<file path="src/rtl/hz_pkg.sv">
package hz_pkg;
  typedef enum logic [1:0] {
    SRC_REGFILE = 2'b00,
    SRC_MEMWB   = 2'b01,
    SRC_EXMEM   = 2'b10
  } opnd_src_e;
endpackage

</file>
<file path="src/rtl/hz_src_match.sv">
module hz_src_match
  import hz_pkg::*;
#(
  parameter int REG_AW = 5
) (
  input  logic [REG_AW-1:0] src,
  input  logic [REG_AW-1:0] mem_dst,
  input  logic              mem_wr,
  input  logic [REG_AW-1:0] wb_dst,
  input  logic              wb_wr,
  output opnd_src_e         sel
);
  logic mem_hit, wb_hit;

  always_comb begin
    mem_hit = mem_wr && (mem_dst != '0) && (mem_dst == src);
    wb_hit  = wb_wr  && (wb_dst  != '0) && (wb_dst  == src);
    // younger producer first
    if (mem_hit)     sel = SRC_EXMEM;
    else if (wb_hit) sel = SRC_MEMWB;
    else             sel = SRC_REGFILE;
  end
endmodule

</file>
<file path="src/rtl/hz_load_use.sv">
module hz_load_use #(
  parameter int REG_AW = 5
) (
  input  logic              ld,
  input  logic [REG_AW-1:0] ld_dst,
  input  logic [REG_AW-1:0] use_a,
  input  logic [REG_AW-1:0] use_b,
  output logic              hit
);
  always_comb begin
    hit = ld && (ld_dst != '0) && ((ld_dst == use_a) || (ld_dst == use_b));
  end
endmodule

</file>
<file path="src/rtl/hz_unit.sv">
module hz_unit
  import hz_pkg::*;
#(
  parameter int NREGS  = 32,
  parameter int REG_AW = $clog2(NREGS)
) (
  input  logic [REG_AW-1:0] id_rs,
  input  logic [REG_AW-1:0] id_rt,
  input  logic [REG_AW-1:0] ex_rs,
  input  logic [REG_AW-1:0] ex_rt,
  input  logic [REG_AW-1:0] ex_dst,
  input  logic              ex_load,
  input  logic [REG_AW-1:0] mem_dst,
  input  logic              mem_wr,
  input  logic [REG_AW-1:0] wb_dst,
  input  logic              wb_wr,
  output logic [1:0]        sel_a,
  output logic [1:0]        sel_b,
  output logic              stall,
  output logic              pc_we,
  output logic              ifid_we,
  output logic              idex_bubble
);
  localparam int NOPND = 2;

  logic [REG_AW-1:0] opnd_src [NOPND];
  opnd_src_e         opnd_sel [NOPND];
  logic              lu_hit;

  assign opnd_src[0] = ex_rs;
  assign opnd_src[1] = ex_rt;

  for (genvar g = 0; g < NOPND; g++) begin : g_opnd
    hz_src_match #(.REG_AW(REG_AW)) u_match (
      .src    (opnd_src[g]),
      .mem_dst(mem_dst),
      .mem_wr (mem_wr),
      .wb_dst (wb_dst),
      .wb_wr  (wb_wr),
      .sel    (opnd_sel[g])
    );
  end

  hz_load_use #(.REG_AW(REG_AW)) u_lu (
    .ld    (ex_load),
    .ld_dst(ex_dst),
    .use_a (id_rs),
    .use_b (id_rt),
    .hit   (lu_hit)
  );

  always_comb begin
    sel_a       = opnd_sel[0];
    sel_b       = opnd_sel[1];
    stall       = lu_hit;
    pc_we       = !lu_hit;
    ifid_we     = !lu_hit;
    idex_bubble = lu_hit;
  end

  always_comb begin
    p_legal_sel_r1: assert (sel_a != 2'b11 && sel_b != 2'b11);
    if (ex_rs == '0) p_zero_src_r5: assert (sel_a == SRC_REGFILE);
    if (ex_rt == '0) p_zero_src_b_r5: assert (sel_b == SRC_REGFILE);
    if (!mem_wr && !wb_wr) p_no_writer_r6: assert (sel_a == SRC_REGFILE && sel_b == SRC_REGFILE);
    if (!mem_wr && sel_a != SRC_REGFILE) p_older_only_r3: assert (sel_a == SRC_MEMWB);
    if (!ex_load) p_no_load_r8: assert (!stall);
    if (stall) p_freeze_r7: assert (!pc_we && !ifid_we && idex_bubble);
    if (!stall) p_run_r9: assert (pc_we && ifid_we && !idex_bubble);
  end
endmodule

</file>
<file path="config.mk">
export PLATFORM = sky130hd
export DESIGN_NAME = hz_unit
export DESIGN_NICKNAME = d
export VERILOG_FILES = /design/src/rtl/hz_pkg.sv /design/src/rtl/hz_src_match.sv /design/src/rtl/hz_load_use.sv /design/src/rtl/hz_unit.sv
export SDC_FILE = /design/constraint.sdc
export NUM_CORES = 1
export LEC_CHECK = 0
export BUFFER_PORTS_ARGS = -buffer_cell sky130_fd_sc_hd__buf_2
export CAP_MARGIN = 15
export CORE_AREA = 2 2 39 41
export DETAILED_ROUTE_END_ITERATION = 10
export DIE_AREA = 0 0 41 43
export PLACE_DENSITY = 0.72
export SETUP_SLACK_MARGIN = 0.3
export SLEW_MARGIN = 20
export SYNTH_ARGS = -nofsm -noshare
export SYNTH_HDL_FRONTEND = slang
export SYNTH_SLANG_ARGS = --single-unit
export TNS_END_PERCENT = 30
</file>
<file path="constraint.sdc">
create_clock -name vclk -period 3
set_input_delay 0.45 -clock vclk [all_inputs]
set_output_delay 0.45 -clock vclk [all_outputs]
set_load 0.1 [all_outputs]
</file>
# Word level (Yosys, flattened, before mapping)
# Index checks and enable logic that the tools add are counted.
# totals
input_bits,38
reg_bits,0
word_cells,23
output_inout_bits,8
# op_classes
mux,4
n_eq_ne,6
reduce_logical,13
# ops
operator,count
$eq A5 B5 Y1,6
$reduce_bool A5 Y1,3
$logic_and A1 B1 Y1,8
$mux W2,2
$mux W1,2
$logic_not A1 Y1,1
$logic_or A1 B1 Y1,1

# Longest topological paths before layout
# logic_depth
word_depth,5
ltp_mapped,5
mapped_depth_nobuf,4

# Hierarchy
# Synthesis repeated with hierarchy kept, for this count alone.
# unflattened
cells_unflattened,62
area_unflattened_um2,461.7
# by_module_without_submodules
mod,seq_area_each_um2,n_inst,cells_each,area_per_inst_um2
hz_src_match,0.0,2,21,158.9
hz_load_use,0.0,1,17,125.1
hz_unit,0.0,1,3,18.8

# Worst setup path after synthesis
# OpenSTA, ideal clock, no wires.
# synth_timing
path_kind,input-to-output
startpoint,input port ex_dst[0]
endpoint,output port pc_we
required_time_ns,2.550
t_arrival_ns,3.013
n_path_buf,1
slack_ns,-0.463
path_stages,3
cell_sequence,or4_1 > o211ai_1 > buf_4
# synth_via
elab_chain_len,4
word_cells_on_any_way,7
classes_between,eq/ne: 2; reduce/logical: 5
# synth_rtl
element,line_no,rtl
"start, declared",hz_unit.sv:11,"input logic [REG_AW-1:0] ex_dst,"
$eq A5 B5 Y1 / $reduce_bool A5 Y1 (equally long branches),hz_load_use.sv:11,hit = ld && (ld_dst != '0) && ((ld_dst == use_a) || (ld_dst == use_b));
$logic_or A1 B1 Y1 / $logic_and A1 B1 Y1 (equally long branches),hz_load_use.sv:11,
$logic_and A1 B1 Y1 *,hz_load_use.sv:11,
$logic_not A1 Y1 *,-,
"end, declared",hz_unit.sv:20,"output logic pc_we,"
# Every way passes the cells marked *; elsewhere a longest branch is shown, timed or not.

# Worst setup path in the final report
# layout_timing
startpoint,input port mem_dst[0]
endpoint,output port sel_b[0]
# layout_via
elab_chain_len,4
word_cells_on_any_way,5
classes_between,eq/ne: 1; mux: 1; reduce/logical: 3
# layout_rtl
element,line_no,rtl
"start, declared",hz_unit.sv:13,"input logic [REG_AW-1:0] mem_dst,"
$reduce_bool A5 Y1,hz_src_match.sv:16,mem_hit = mem_wr && (mem_dst != '0) && (mem_dst == src);
$logic_and A1 B1 Y1,hz_src_match.sv:16,
$logic_and A1 B1 Y1 *,hz_src_match.sv:16,
$mux W2 *,hz_src_match.sv:19,if (mem_hit) sel = SRC_EXMEM;
"end, declared",hz_unit.sv:18,"output logic [1:0] sel_b,"
# Marks and branches as above.

==> run metrics <==
Final Hold Viols 0; commonest non-fill, non-tap cells in the layout 46 x buf_2, 16 x xnor2_1, 14 x xor2_1; Detail Route Antenna Nets 0; min Tclk post-route 2490 ps; # Max-Cap Violations 0; largest net degree at the start of global routing 5; final WL 1160 um; Setup Buffers After CTS 0; Worst EP arrival 2040 ps; Worst Path Max Fanout 3; unrepaired setup endpoints after global routing no; register area 0 um2; via count of the first global-routing pass 507; share of layout cells above drive strength 1 52.1%; Initial DRT Pass Iterations 1; final cell count without fillers 112; DRC viols 0; n_diodes 0; die width 41 um; Yosys warnings 0; Worst slew margin 67.4%; Post-DP HPWL 1120 um; startpoint types input pin; VDD IR-drop max 0.0696 mV; final setup vio count 0; multi-input combinational cell area 407 um2; Final Cell Area 657 um2; worst slew pin tran 492 ps; Synth Net Count 92; Starting Density 31.3%; met2 Usage GRT 25.9%; status completed; Final Util 47.5%; post-synth cell types 13; gr busiest metal met2; M3 GR Usage 0%; gpl congestion 0.760; CP required 2550 ps; die area 1760 um2; critical path class in2out; most common cell after layout, fill and taps aside buf_2; grt met1 use 21.8%; worst min path class in2out; Vias 524; sequential area share after synthesis 0%; vias per std cell 4.68; hold-fix buffers at CTS 0; Placed Instances 112; fin crit share 83.1%; Synth-to-Final Area Change 51.7%; Final #Nets 136; clkbuf count 0; initial antenna violation count 0; Pwr Density 161 nW/um2; Mapped Cells 54; filler cell count 158; placed cell areas 657 um2; GRT overflow 0; core area 1380 um2; Leak 0.000313 uW; fmax 401 MHz; Total Routing Usage GR 15.2%; CTS resizes 0; Ports 46; Die Y 43 um; hold path depth 3; synthesized area 433 um2; Critical Path End Type output pin; FFs & Latches 0; first-pass GRT wire length 2010 um; max-slew violations 0; Port Buffers 46; Tot Pwr 106 uW; row cnt 14; setup_tns 0 ps; synthesized area per cell 8.02 um2; drt wl/cell 10.3 um; DRT iter0 DRCs 0
-- Yosys cell counts --
cell      instances  area share (%)
o21ai_1           1             1.2
nand2_1           2             1.7
or4_1             5             8.7
xor2_1           14              28
nor4_2            2             5.8
nand3_1           4             4.6
nor4_1            2             2.9
buf_4             4             6.9
o22ai_1           1             1.4
o21ai_2           1             2.0
xnor2_1          16              32
o211ai_1          1             1.7
o211a_1           1             2.3
-- layout make-up --
cell class | instances | area share, %
Multi-Input combinational cell | 50 | 61.9
Tap cell | 16 | 3.05
Timing Repair Buffer | 46 | 35.0
-- worst max-delay path, stage by stage --
cell and delay (ps):
buf_2 120, or4_1 530, o21ai_2 150, nor4_1 90
nor4_2 250, buf_2 460
-- stage by stage --
stage               hold WS, ps  worst slack [ps]
floorplan                  1230              -459
global route               1410               366
finish                     1380               506
CTS                        1380               488
global placement           1360               514
detailed placement         1380               488
-- kinds of logic (layout without fill, tap and decap cells) --
group	after synthesis	count (layout)	synth area share, %
xor+xnor	30	30	60.7
compound gates	5	5	8.67
simple gates	15	15	23.7
buf+inv	4	46	6.94
-- layer usage --
layer / wire (um) / vias up
li1: - / 276
met1: 507 / 235
met2: 596 / 13
met3: 51 / 0
met4: 0 / 0
met5: 0 / -
-- path summary, 6_finish.rpt --
path | from | endpoint | slack [ps]
max | mem_dst[0] | sel_b[0] | 510
min | ex_load | ifid_we | 1380
-- report_power, final --
group	internal (uW)	switching, uW
clock network	0	0
registers	0	0
logic	46.5	59.5
total	46.5	59.5
(Power assumes the default switching activity.)
